==> config.mk <==
export PLATFORM = sky130hd
export DESIGN_NAME = rmf_filter
export DESIGN_NICKNAME = d
export VERILOG_FILES = /design/src/rtl/rmf_pkg.sv /design/src/rtl/rmf_region_regs.sv /design/src/rtl/rmf_match.sv /design/src/rtl/rmf_check.sv /design/src/rtl/rmf_filter.sv
export SDC_FILE = /design/constraint.sdc
export NUM_CORES = 1
export LEC_CHECK = 0
export BUFFER_PORTS_ARGS = -buffer_cell sky130_fd_sc_hd__buf_2
export CAP_MARGIN = 40
export CORE_MARGIN = 4
export CORE_UTILIZATION = 55
export CTS_BUF_LIST = sky130_fd_sc_hd__clkbuf_2 sky130_fd_sc_hd__clkbuf_4 sky130_fd_sc_hd__clkbuf_8
export DETAILED_ROUTE_END_ITERATION = 12
export GPL_ROUTABILITY_DRIVEN = 0
export GPL_TIMING_DRIVEN = 0
export HOLD_SLACK_MARGIN = 0.1
export PLACE_DENSITY = 0.75
export SETUP_SLACK_MARGIN = 0.02
export SYNTH_ARGS = -nofsm -noshare
export SYNTH_HDL_FRONTEND = slang
export SYNTH_SLANG_ARGS = --single-unit
==> constraint.sdc <==
create_clock -name clk -period 10.9 [get_ports clk]
set_clock_uncertainty 0.15 [all_clocks]
set_input_delay 0.545 -clock clk [delete_from_list [all_inputs] [get_ports clk]]
set_output_delay 0.545 -clock clk [all_outputs]
set_load 0.02 [all_outputs]
==> src/rtl/rmf_pkg.sv <==
// Package: shared encodings for the region memory access filter.
// Assumes: configuration field selector is 3 bits wide; attribute bits
// are packed at fixed positions inside the attribute word.
package rmf_pkg;
    typedef enum logic [2:0] {
        CFG_BASE     = 3'd0,
        CFG_LIMIT    = 3'd1,
        CFG_ATTR     = 3'd2,
        CFG_RDMAP    = 3'd3,
        CFG_WRMAP    = 3'd4,
        CFG_PVMAP    = 3'd5
    } cfg_field_e;

    localparam int ATTR_ENABLE = 0;
    localparam int ATTR_SECURE = 1;
    localparam int ATTR_PRIV   = 2;
    localparam int ATTR_CIDF   = 3;
endpackage

==> src/rtl/rmf_region_regs.sv <==
// Module: configuration storage for all regions.
// Does: holds base/limit page, attributes and per-CID bitmaps per region,
// written one field at a time. Assumes PAGE_W and NUM_CIDS fit in CFG_W.
module rmf_region_regs
    import rmf_pkg::*;
#(
    parameter int NUM_REGIONS = 4,
    parameter int PAGE_W      = 20,
    parameter int NUM_CIDS    = 8,
    parameter int CFG_W       = 32,
    parameter int IDX_W       = 2
) (
    input  logic                                   clk,
    input  logic                                   rst_n,
    input  logic                                   cfg_we,
    input  logic [IDX_W-1:0]                       cfg_idx,
    input  logic [2:0]                             cfg_sel,
    input  logic [CFG_W-1:0]                       cfg_wdata,
    output logic [NUM_REGIONS-1:0][PAGE_W-1:0]     base_pg,
    output logic [NUM_REGIONS-1:0][PAGE_W-1:0]     limit_pg,
    output logic [NUM_REGIONS-1:0]                 en,
    output logic [NUM_REGIONS-1:0]                 sec,
    output logic [NUM_REGIONS-1:0]                 gpriv,
    output logic [NUM_REGIONS-1:0]                 cidf,
    output logic [NUM_REGIONS-1:0][NUM_CIDS-1:0]   rd_map,
    output logic [NUM_REGIONS-1:0][NUM_CIDS-1:0]   wr_map,
    output logic [NUM_REGIONS-1:0][NUM_CIDS-1:0]   pv_map
);
    for (genvar g = 0; g < NUM_REGIONS; g++) begin : g_region
        logic hit;
        assign hit = cfg_we && (cfg_idx == IDX_W'(g));

        // Update the addressed field of this region; clear all on reset.
        always_ff @(posedge clk) begin
            if (!rst_n) begin
                base_pg[g]  <= '0;
                limit_pg[g] <= '0;
                en[g]       <= 1'b0;
                sec[g]      <= 1'b0;
                gpriv[g]    <= 1'b0;
                cidf[g]     <= 1'b0;
                rd_map[g]   <= '0;
                wr_map[g]   <= '0;
                pv_map[g]   <= '0;
            end else if (hit) begin
                case (cfg_field_e'(cfg_sel))
                    CFG_BASE:  base_pg[g]  <= cfg_wdata[PAGE_W-1:0];
                    CFG_LIMIT: limit_pg[g] <= cfg_wdata[PAGE_W-1:0];
                    CFG_ATTR: begin
                        en[g]    <= cfg_wdata[ATTR_ENABLE];
                        sec[g]   <= cfg_wdata[ATTR_SECURE];
                        gpriv[g] <= cfg_wdata[ATTR_PRIV];
                        cidf[g]  <= cfg_wdata[ATTR_CIDF];
                    end
                    CFG_RDMAP: rd_map[g] <= cfg_wdata[NUM_CIDS-1:0];
                    CFG_WRMAP: wr_map[g] <= cfg_wdata[NUM_CIDS-1:0];
                    CFG_PVMAP: pv_map[g] <= cfg_wdata[NUM_CIDS-1:0];
                    default: ;
                endcase
            end
        end
    end
endmodule

==> src/rtl/rmf_match.sv <==
// Module: parallel region match with fixed priority.
// Does: compares the request page with every enabled region's inclusive
// bounds at once and returns the lowest-numbered hit. Purely combinational.
module rmf_match #(
    parameter int NUM_REGIONS = 4,
    parameter int PAGE_W      = 20,
    parameter int IDX_W       = 2
) (
    input  logic [PAGE_W-1:0]                   page,
    input  logic [NUM_REGIONS-1:0][PAGE_W-1:0]  base_pg,
    input  logic [NUM_REGIONS-1:0][PAGE_W-1:0]  limit_pg,
    input  logic [NUM_REGIONS-1:0]              en,
    output logic                                hit_any,
    output logic [IDX_W-1:0]                    hit_idx
);
    logic [NUM_REGIONS-1:0] hit_vec;

    for (genvar g = 0; g < NUM_REGIONS; g++) begin : g_cmp
        assign hit_vec[g] = en[g] && (page >= base_pg[g]) && (page <= limit_pg[g]);
    end

    // Priority pick: scan downward so the lowest index is taken last.
    always_comb begin
        hit_any = 1'b0;
        hit_idx = '0;
        for (int i = NUM_REGIONS - 1; i >= 0; i--) begin
            if (hit_vec[i]) begin
                hit_any = 1'b1;
                hit_idx = IDX_W'(i);
            end
        end
    end
endmodule

==> src/rtl/rmf_check.sv <==
// Module: permission check against the selected region.
// Does: applies secure, global-privilege or per-CID rules and the debug
// bypass. Assumes hit_idx is meaningful only when hit_any is high.
module rmf_check #(
    parameter int NUM_REGIONS = 4,
    parameter int NUM_CIDS    = 8,
    parameter int CID_W       = 3,
    parameter int IDX_W       = 2,
    parameter int DEBUG_CID   = 7
) (
    input  logic                                  req_write,
    input  logic [CID_W-1:0]                      req_cid,
    input  logic                                  req_secure,
    input  logic                                  req_priv,
    input  logic                                  hit_any,
    input  logic [IDX_W-1:0]                      hit_idx,
    input  logic [NUM_REGIONS-1:0]                sec,
    input  logic [NUM_REGIONS-1:0]                gpriv,
    input  logic [NUM_REGIONS-1:0]                cidf,
    input  logic [NUM_REGIONS-1:0][NUM_CIDS-1:0]  rd_map,
    input  logic [NUM_REGIONS-1:0][NUM_CIDS-1:0]  wr_map,
    input  logic [NUM_REGIONS-1:0][NUM_CIDS-1:0]  pv_map,
    output logic                                  grant
);
    logic sec_ok, gpriv_ok, cid_ok, rule_ok, is_dbg;

    // Evaluate every rule for the selected region and combine them.
    always_comb begin
        is_dbg   = (req_cid == CID_W'(DEBUG_CID));
        sec_ok   = !sec[hit_idx] || req_secure;
        gpriv_ok = !gpriv[hit_idx] || req_priv;
        cid_ok   = (req_write ? wr_map[hit_idx][req_cid] : rd_map[hit_idx][req_cid])
                   && (!pv_map[hit_idx][req_cid] || req_priv);
        rule_ok  = hit_any && sec_ok && (cidf[hit_idx] ? cid_ok : gpriv_ok);
        grant    = is_dbg || rule_ok;
    end
endmodule

==> src/rtl/rmf_filter.sv <==
// Module: top of the region memory access filter.
// Does: forwards allowed transactions combinationally, zeroes blocked read
// data and pulses a violation report one cycle after a blocked request.
// Assumes the memory returns read data one cycle after accepting a read.
module rmf_filter #(
    parameter int  ADDR_W      = 32,
    parameter int  DATA_W      = 32,
    parameter int  CID_W       = 3,
    parameter int  NUM_REGIONS = 4,
    parameter int  PAGE_SHIFT  = 12,
    parameter int  DEBUG_CID   = 7,
    parameter int  CFG_W       = 32,
    localparam int IDX_W       = (NUM_REGIONS > 1) ? $clog2(NUM_REGIONS) : 1
) (
    input  logic              clk,
    input  logic              rst_n,
    input  logic              cfg_we,
    input  logic [IDX_W-1:0]  cfg_idx,
    input  logic [2:0]        cfg_sel,
    input  logic [CFG_W-1:0]  cfg_wdata,
    input  logic              req_valid,
    input  logic              req_write,
    input  logic [ADDR_W-1:0] req_addr,
    input  logic [DATA_W-1:0] req_wdata,
    input  logic [CID_W-1:0]  req_cid,
    input  logic              req_secure,
    input  logic              req_priv,
    output logic              mem_valid,
    output logic              mem_write,
    output logic [ADDR_W-1:0] mem_addr,
    output logic [DATA_W-1:0] mem_wdata,
    input  logic [DATA_W-1:0] mem_rdata,
    output logic              rsp_valid,
    output logic [DATA_W-1:0] rsp_rdata,
    output logic              viol_valid,
    output logic              viol_write,
    output logic [ADDR_W-1:0] viol_addr,
    output logic [CID_W-1:0]  viol_cid
);
    localparam int PAGE_W   = ADDR_W - PAGE_SHIFT;
    localparam int NUM_CIDS = 1 << CID_W;

    logic [NUM_REGIONS-1:0][PAGE_W-1:0]   base_pg, limit_pg;
    logic [NUM_REGIONS-1:0]               en, sec, gpriv, cidf;
    logic [NUM_REGIONS-1:0][NUM_CIDS-1:0] rd_map, wr_map, pv_map;
    logic                                 hit_any, grant;
    logic [IDX_W-1:0]                     hit_idx;
    logic                                 rd_ok_q;

    rmf_region_regs #(
        .NUM_REGIONS(NUM_REGIONS), .PAGE_W(PAGE_W), .NUM_CIDS(NUM_CIDS),
        .CFG_W(CFG_W), .IDX_W(IDX_W)
    ) u_regs (
        .clk(clk), .rst_n(rst_n), .cfg_we(cfg_we), .cfg_idx(cfg_idx),
        .cfg_sel(cfg_sel), .cfg_wdata(cfg_wdata),
        .base_pg(base_pg), .limit_pg(limit_pg), .en(en), .sec(sec),
        .gpriv(gpriv), .cidf(cidf), .rd_map(rd_map), .wr_map(wr_map),
        .pv_map(pv_map)
    );

    rmf_match #(
        .NUM_REGIONS(NUM_REGIONS), .PAGE_W(PAGE_W), .IDX_W(IDX_W)
    ) u_match (
        .page(req_addr[ADDR_W-1:PAGE_SHIFT]), .base_pg(base_pg),
        .limit_pg(limit_pg), .en(en), .hit_any(hit_any), .hit_idx(hit_idx)
    );

    rmf_check #(
        .NUM_REGIONS(NUM_REGIONS), .NUM_CIDS(NUM_CIDS), .CID_W(CID_W),
        .IDX_W(IDX_W), .DEBUG_CID(DEBUG_CID)
    ) u_check (
        .req_write(req_write), .req_cid(req_cid), .req_secure(req_secure),
        .req_priv(req_priv), .hit_any(hit_any), .hit_idx(hit_idx),
        .sec(sec), .gpriv(gpriv), .cidf(cidf), .rd_map(rd_map),
        .wr_map(wr_map), .pv_map(pv_map), .grant(grant)
    );

    // Forward only granted transactions to the memory port.
    always_comb begin
        mem_valid = req_valid && grant;
        mem_write = req_write;
        mem_addr  = req_addr;
        mem_wdata = req_wdata;
    end

    // Track read responses and capture the violation report.
    always_ff @(posedge clk) begin
        if (!rst_n) begin
            rsp_valid  <= 1'b0;
            rd_ok_q    <= 1'b0;
            viol_valid <= 1'b0;
            viol_write <= 1'b0;
            viol_addr  <= '0;
            viol_cid   <= '0;
        end else begin
            rsp_valid  <= req_valid && !req_write;
            rd_ok_q    <= req_valid && !req_write && grant;
            viol_valid <= req_valid && !grant;
            if (req_valid && !grant) begin
                viol_write <= req_write;
                viol_addr  <= req_addr;
                viol_cid   <= req_cid;
            end
        end
    end

    // Return memory data only for reads that were let through.
    assign rsp_rdata = rd_ok_q ? mem_rdata : '0;

    AST_VIOL_NOT_FWD: assert property (@(posedge clk) disable iff (!rst_n)
        viol_valid |-> ($past(req_valid) && !$past(mem_valid)));
    AST_READ_ZEROED: assert property (@(posedge clk) disable iff (!rst_n)
        (rsp_valid && !$past(mem_valid)) |-> (rsp_rdata == '0));
    AST_DEBUG_PASS: assert property (@(posedge clk) disable iff (!rst_n)
        (req_valid && req_cid == CID_W'(DEBUG_CID)) |-> mem_valid);
    AST_NOMATCH_BLOCK: assert property (@(posedge clk) disable iff (!rst_n)
        (req_valid && !hit_any && req_cid != CID_W'(DEBUG_CID)) |-> !mem_valid);
    AST_SECURE_BLOCK: assert property (@(posedge clk) disable iff (!rst_n)
        (req_valid && hit_any && sec[hit_idx] && !req_secure
         && req_cid != CID_W'(DEBUG_CID)) |-> !mem_valid);
    AST_VIOL_ADDR: assert property (@(posedge clk) disable iff (!rst_n)
        viol_valid |-> (viol_addr == $past(req_addr)));
endmodule

-- Word level (Yosys, flattened, before mapping)
Cells that the tools add are included.
- magnitude comparators: 10
- reductions and logical operators: 54
- eq/ne operators: 9
- mux-type cells: 29
- operators by type and width (cell ; count):
    20-bit greater-or-equal comparator ; 4
    20-bit <= comparator ; 4
    8-bit binary-select mux with 2-bit select ; 3
    2-bit AND reduction ; 24
    32-bit two-way mux ; 1
    8-bit two-way mux ; 3
    1-bit logical AND ; 19
    1-bit two-way mux ; 12
    1-bit binary-select mux with 3-bit select ; 3
    3-bit == test, second input constant ; 3
    2-bit two-way mux ; 4
    1-bit binary-select mux with 2-bit select ; 3
    3-bit by 2-bit == test with 1-bit output, second input constant ; 2
    1-bit logical NOT ; 5
    2-bit == test, second input constant ; 2
    1-bit logical OR ; 4
    3-bit by 4-bit < comparator with 1-bit output, second input constant ; 1
    3-bit by 1-bit == test with 1-bit output, second input constant ; 1
    3-bit logical NOT ; 1
    2-bit by 3-bit < comparator with 1-bit output, second input constant ; 1
    2-bit by 1-bit == test with 1-bit output, second input constant ; 1
    2-bit logical NOT ; 1
- output and inout bits: 136
- register bits: 311

-- Depth between registers and ports, before layout
- depth after elaboration: 19
- depth in mapped cells: 19
- depth with buffers taken out: 15

-- Modules after synthesis
A second synthesis with hierarchy kept.
- cell total of the unflattened synthesis: 1840
- area total of the unflattened synthesis: 17065.1 um^2
- by module, submodules not included (module ; cells an instance ; area each (um^2) ; sequential area each (um^2) ; times used):
    rmf_region_regs ; 944 ; 9785.6 ; 5445.2 ; 1
    rmf_match ; 546 ; 4011.3 ; 0.0 ; 1
    rmf_filter ; 264 ; 2277.2 ; 780.7 ; 1
    rmf_check ; 86 ; 991.0 ; 0.0 ; 1

-- Least setup slack after synthesis
OpenSTA, ideal clock, no wires.
- kind: in2out
- from: input port req_addr[12]
- to: output port mem_valid
- setup slack: 6561 ps
- stages: 16
- arrival time: 3644 ps
- required time: 10205 ps
- buffers on the path: 1
- cell sequence: inv_1 -> ha_1 -> nand2b_1 -> a2111oi_0 -> nor4_1 -> o21ai_0 -> a31oi_1 -> a2bb2oi_1 -> nor3_2 -> buf_6 -> a31o_1 -> o311ai_1 -> o311ai_1 -> nor4_2 -> a21o_1 -> and2_1
- longest elaborated chain between the ends: 18
- elaborated cells on any way between the ends: 55
- those cells by class: 8 x order compare; 28 x mux; 19 x reduce/logical
- RTL lines (item ; RTL line ; source):
    start, declared ; rmf_filter.sv:23 ; input logic [ADDR_W-1:0] req_addr,
    20-bit greater-or-equal comparator ; rmf_match.sv:19 ; assign hit_vec[g] = en[g] && (page >= base_pg[g]) && (page <= limit_pg[g]);
    1-bit logical AND (2 in series) ; rmf_match.sv:19 ;
    2-bit two-way mux (4 in series) ; rmf_match.sv:27 ; if (hit_vec[i]) begin
    8-bit binary-select mux with 2-bit select ; rmf_check.sv:33 ; && (!pv_map[hit_idx][req_cid] || req_priv);
    8-bit two-way mux (not written as such) ; rmf_check.sv:33 ;
    1-bit binary-select mux with 3-bit select ; rmf_check.sv:33 ;
    1-bit two-way mux (not written as such) ; rmf_check.sv:33 ;
    1-bit logical NOT ; rmf_check.sv:33 ;
    1-bit logical OR ; rmf_check.sv:33 ;
    1-bit logical AND ; rmf_check.sv:33 ;
    1-bit two-way mux ; rmf_check.sv:34 ; rule_ok = hit_any && sec_ok && (cidf[hit_idx] ? cid_ok : gpriv_ok);
    1-bit logical AND * ; rmf_check.sv:34 ;
    1-bit logical OR * ; rmf_check.sv:35 ; grant = is_dbg || rule_ok;
    1-bit logical AND * ; rmf_filter.sv:80 ; mem_valid = req_valid && grant;
    end, declared ; rmf_filter.sv:28 ; output logic mem_valid,
Mark *: on every way between the ends. The rest lies on a longest branch, timed or not. The select of a mux whose other input is x is not followed.

-- Worst setup path in the final report
Ends and elaborated chain as after synthesis.

==> results_dict.tcl <==
set metrics [dict create \
    ys_seq_area_share_pct 35.3 \
    synth_area_sq_um 17600 \
    postRouteAntennaNets 0 \
    min_period_over_period_pct 60.8 \
    wl_um 51800 \
    path_class "primary input to output port" \
    layout_min_cycle_time_ps 6630 \
    grt_pass1_vias 15433 \
    required_ps 10210 \
    leakagePower_nw 8.07 \
    synthToLayoutAreaGrowth_pct 16.6 \
    drtIter0Drc 1196 \
    synthFlopType "dfxtp_1" \
    grt_pass1_wl_um 81200 \
    cts_made_buffers 52 \
    grtUsageMet3_pct 4.61 \
    root_buffer "clkbuf_8" \
    cts_tree "built" \
    ios 279 \
    synth_edf_count 0 \
    syn_area_per_cell_sq_um 8.36 \
    r2r_setup_slack_ps 5390 \
    fin_ws_ps 4270 \
    worst_slew_pin_slew_ps 874 \
    yosys.area.top_type "dfxtp_1" \
    wire_per_inst_um 18.2 \
    maxCapViolCount 0 \
    mappedNetlistNets 2414 \
    via_count 15699 \
    path_depth 20 \
    power.density_nw_per_um2 126 \
    syn_inst 2111 \
    cts.clk_slew.worst_paths_ps 60 \
    utilization_pct 65.0 \
    yosys-top-cells-area "dfxtp_1 (35%), ha_1 (11%), nand2_1 (10%)" \
    dieHeight_um 187 \
    firstDrtPassIters 5 \
    crit_slowest_cell "nor4_2" \
    grt_overflow 0 \
    cp-start-kind "primary input" \
    die_x_um 187 \
    reg2regPathDepth 16 \
    finalSetupViolations 0 \
    ys_top_cells_by_count "nand2_1 (469), dfxtp_1 (311), a21boi_0 (176), inv_1 (162), ha_1 (160)" \
    dieArea_sq_um 35000 \
    start_util_pct 55.8 \
    dp_hpwl_um 38100 \
    setup_tns_ps 0 \
    rsz0062_at_grt "no" \
    avgViaCountPerCell 5.52 \
    cp-end-kind "output port" \
    whs_ps 139 \
    cp_cell_sequence "dlygate4sd3_1 -> buf_2 -> inv_1 -> ha_1 -> nand2b_1 -> a31oi_1 -> o41ai_1 -> clkdlybuf4s15_2 -> a221oi_1 -> a21oi_1 -> nand2_1 -> a21oi_1 -> clkbuf_1 -> o221ai_1 -> o2111ai_1 -> o311ai_0 -> nor4_2 -> a21o_1 -> and2_1 -> buf_2" \
    critical-path-top-delay-family "compound AO/OA/AOI/OAI gates" \
    rows 65 \
    slew_violations 0 \
    core_area_sq_um 31600 \
    nFillCells 2729 \
    grt_antenna_before_repair 3 \
    clock_latency_ps 600 \
    status "complete, no violations" \
    hold_viol 0 \
    layout-drive-gt1-share_pct 17.5 \
    grtUsageMet2_pct 48.3 \
    portBuffers 212 \
    grt_max_degree 15 \
    cts_max_level 2 \
    ir_drop_v 0.0000974 \
    arrival_ps 5940 \
    grt_util_met1_pct 36.6 \
    top_usage_layer "met2" \
    drc 0 \
    fmax_mhz 151 \
    cts_resized 0 \
    synthArstFlopShare_pct 0 \
    synth.top_cell.area_share_pct 35.3 \
    hp-class "primary input to flip-flop" \
    yosys_warnings 0 \
    cts_sinks 311 \
    synth_most_common_cell "nand2_1" \
    cp_slowest_stage_delay_ps 560 \
    slew_headroom_pct 41.5 \
    cts_buffer_depth 3 \
    holdPathStages 3 \
    synthDistinctLibCells 73 \
    crit_fanout 10 \
    worst-path-buf-inv 6 \
    layout.nets 2706 \
    synth-seq-cells 311 \
    pre_cts_ws_ps 4930 \
    grt_usage_pct 28.4 \
]
==> per-stage QoR <==
step           cells  total power (W)  cell area [sq um]
2_1_floorplan   2111          0.00138              17600
3_3_place_gp    2725          0.00149              19200
3_5_place_dp    2736          0.00150              19300
4_1_cts         2842          0.00261              20600
5_1_grt         2844          0.00269              20600
6_report        2844          0.00259              20600
==> layout by cell type (no fill, tap or decap), types with 15 or more instances in the layout <==
cell type / n
dfxtp_1: 311
nor2_1: 37
o21ai_0: 20
and2_1: 36
a21boi_0: 176
a21oi_1: 79
ha_1: 160
inv_1: 162
nor2b_1: 105
nand3_1: 34
clkbuf_4: 20
clkbuf_8: 66
a21o_1: 15
mux2i_1: 144
nand2_1: 469
nand4_1: 20
buf_4: 85
dlygate4sd3_1: 15
clkbuf_1: 107
buf_2: 215
==> registers in the layout, summed over array words and instances (netlist names) <==
register / flops
u_regs.pv_map: 32
u_regs.cidf: 4
u_regs.base_pg: 80
u_regs.en: 4
u_regs.sec: 4
viol_cid: 3
u_regs.limit_pg: 80
u_regs.gpriv: 4
viol_valid: 1
rsp_valid: 1
u_regs.wr_map: 32
rd_ok_q: 1
u_regs.rd_map: 32
viol_write: 1
viol_addr: 32
==> area by class of cell <==
| cell class | count | area [sq um] | area share [%] |
|---|---|---|---|
| diodes | 2 | 5.00 | 0.0243 |
| plain buffers | 193 | 1080 | 5.26 |
| clock buffers | 86 | 1060 | 5.15 |
| clock inverters | 5 | 62.6 | 0.304 |
| inverters | 162 | 608 | 2.96 |
| multi-input cells | 1445 | 9730 | 47.3 |
| flip-flops and latches | 311 | 6230 | 30.3 |
| well taps | 402 | 503 | 2.44 |
| repair buffers | 238 | 1300 | 6.31 |
==> worst reg2reg max path: stages, from the launching register on <==
cell and delay, ps:
dfxtp_1 350, inv_1 50, ha_1 300, nand4_1 130
nor4_1 580, o21ai_0 280, a31oi_1 390, o211ai_1 450
a21oi_2 590, nor2b_1 370, a221oi_1 210, o41ai_2 370
nand3_1 150, a211oi_2 330, buf_6 240, buf_8 250
mux2i_1 230
==> report_power, final <==
part / switching [W] / total [W] / internal, W
Clock: 0.000478 / 0.00111 / 0.000634
Combinational: 0.000194 / 0.000320 / 0.000126
Sequential: 0.00000802 / 0.00116 / 0.00115
==> per-layer routing <==
layer / wire length, um / share of wire [%] / vias up
met3: 3720 / 7.2 / 117
met4: 1790 / 3.5 / 2
met2: 24100 / 47 / 590
li1: - / - / 7596
met5: 19 / 0.037 / -
met1: 22100 / 43 / 7394
==> cells by family (layout without fill, tap and decap cells) <==
group,Yosys count,after routing,synth area share [%]
AOI/OAI and AO/OA,373,373,15.1
adders and majority gates,160,160,11.3
buffers and inverters,355,684,9.58
DFF,311,311,35.3
muxes,150,150,8.81
other,0,2,0
and+or+nand+nor,762,762,19.9
==> timing repair <==
action                    CTS  global route
hold buffers               15             0
hold endpoints to repair   14             0
setup buffers               0             0
==> path summary, 6_finish.rpt <==
kind	from	endpoint
min	cfg_wdata[17]	u_regs.limit_pg[77]
max reg2reg	u_regs.base_pg[78]	viol_addr[31]
min reg2reg	viol_cid[1]	viol_cid[1]
max	req_addr[12]	mem_valid
Power figures use the tool's default switching activity.
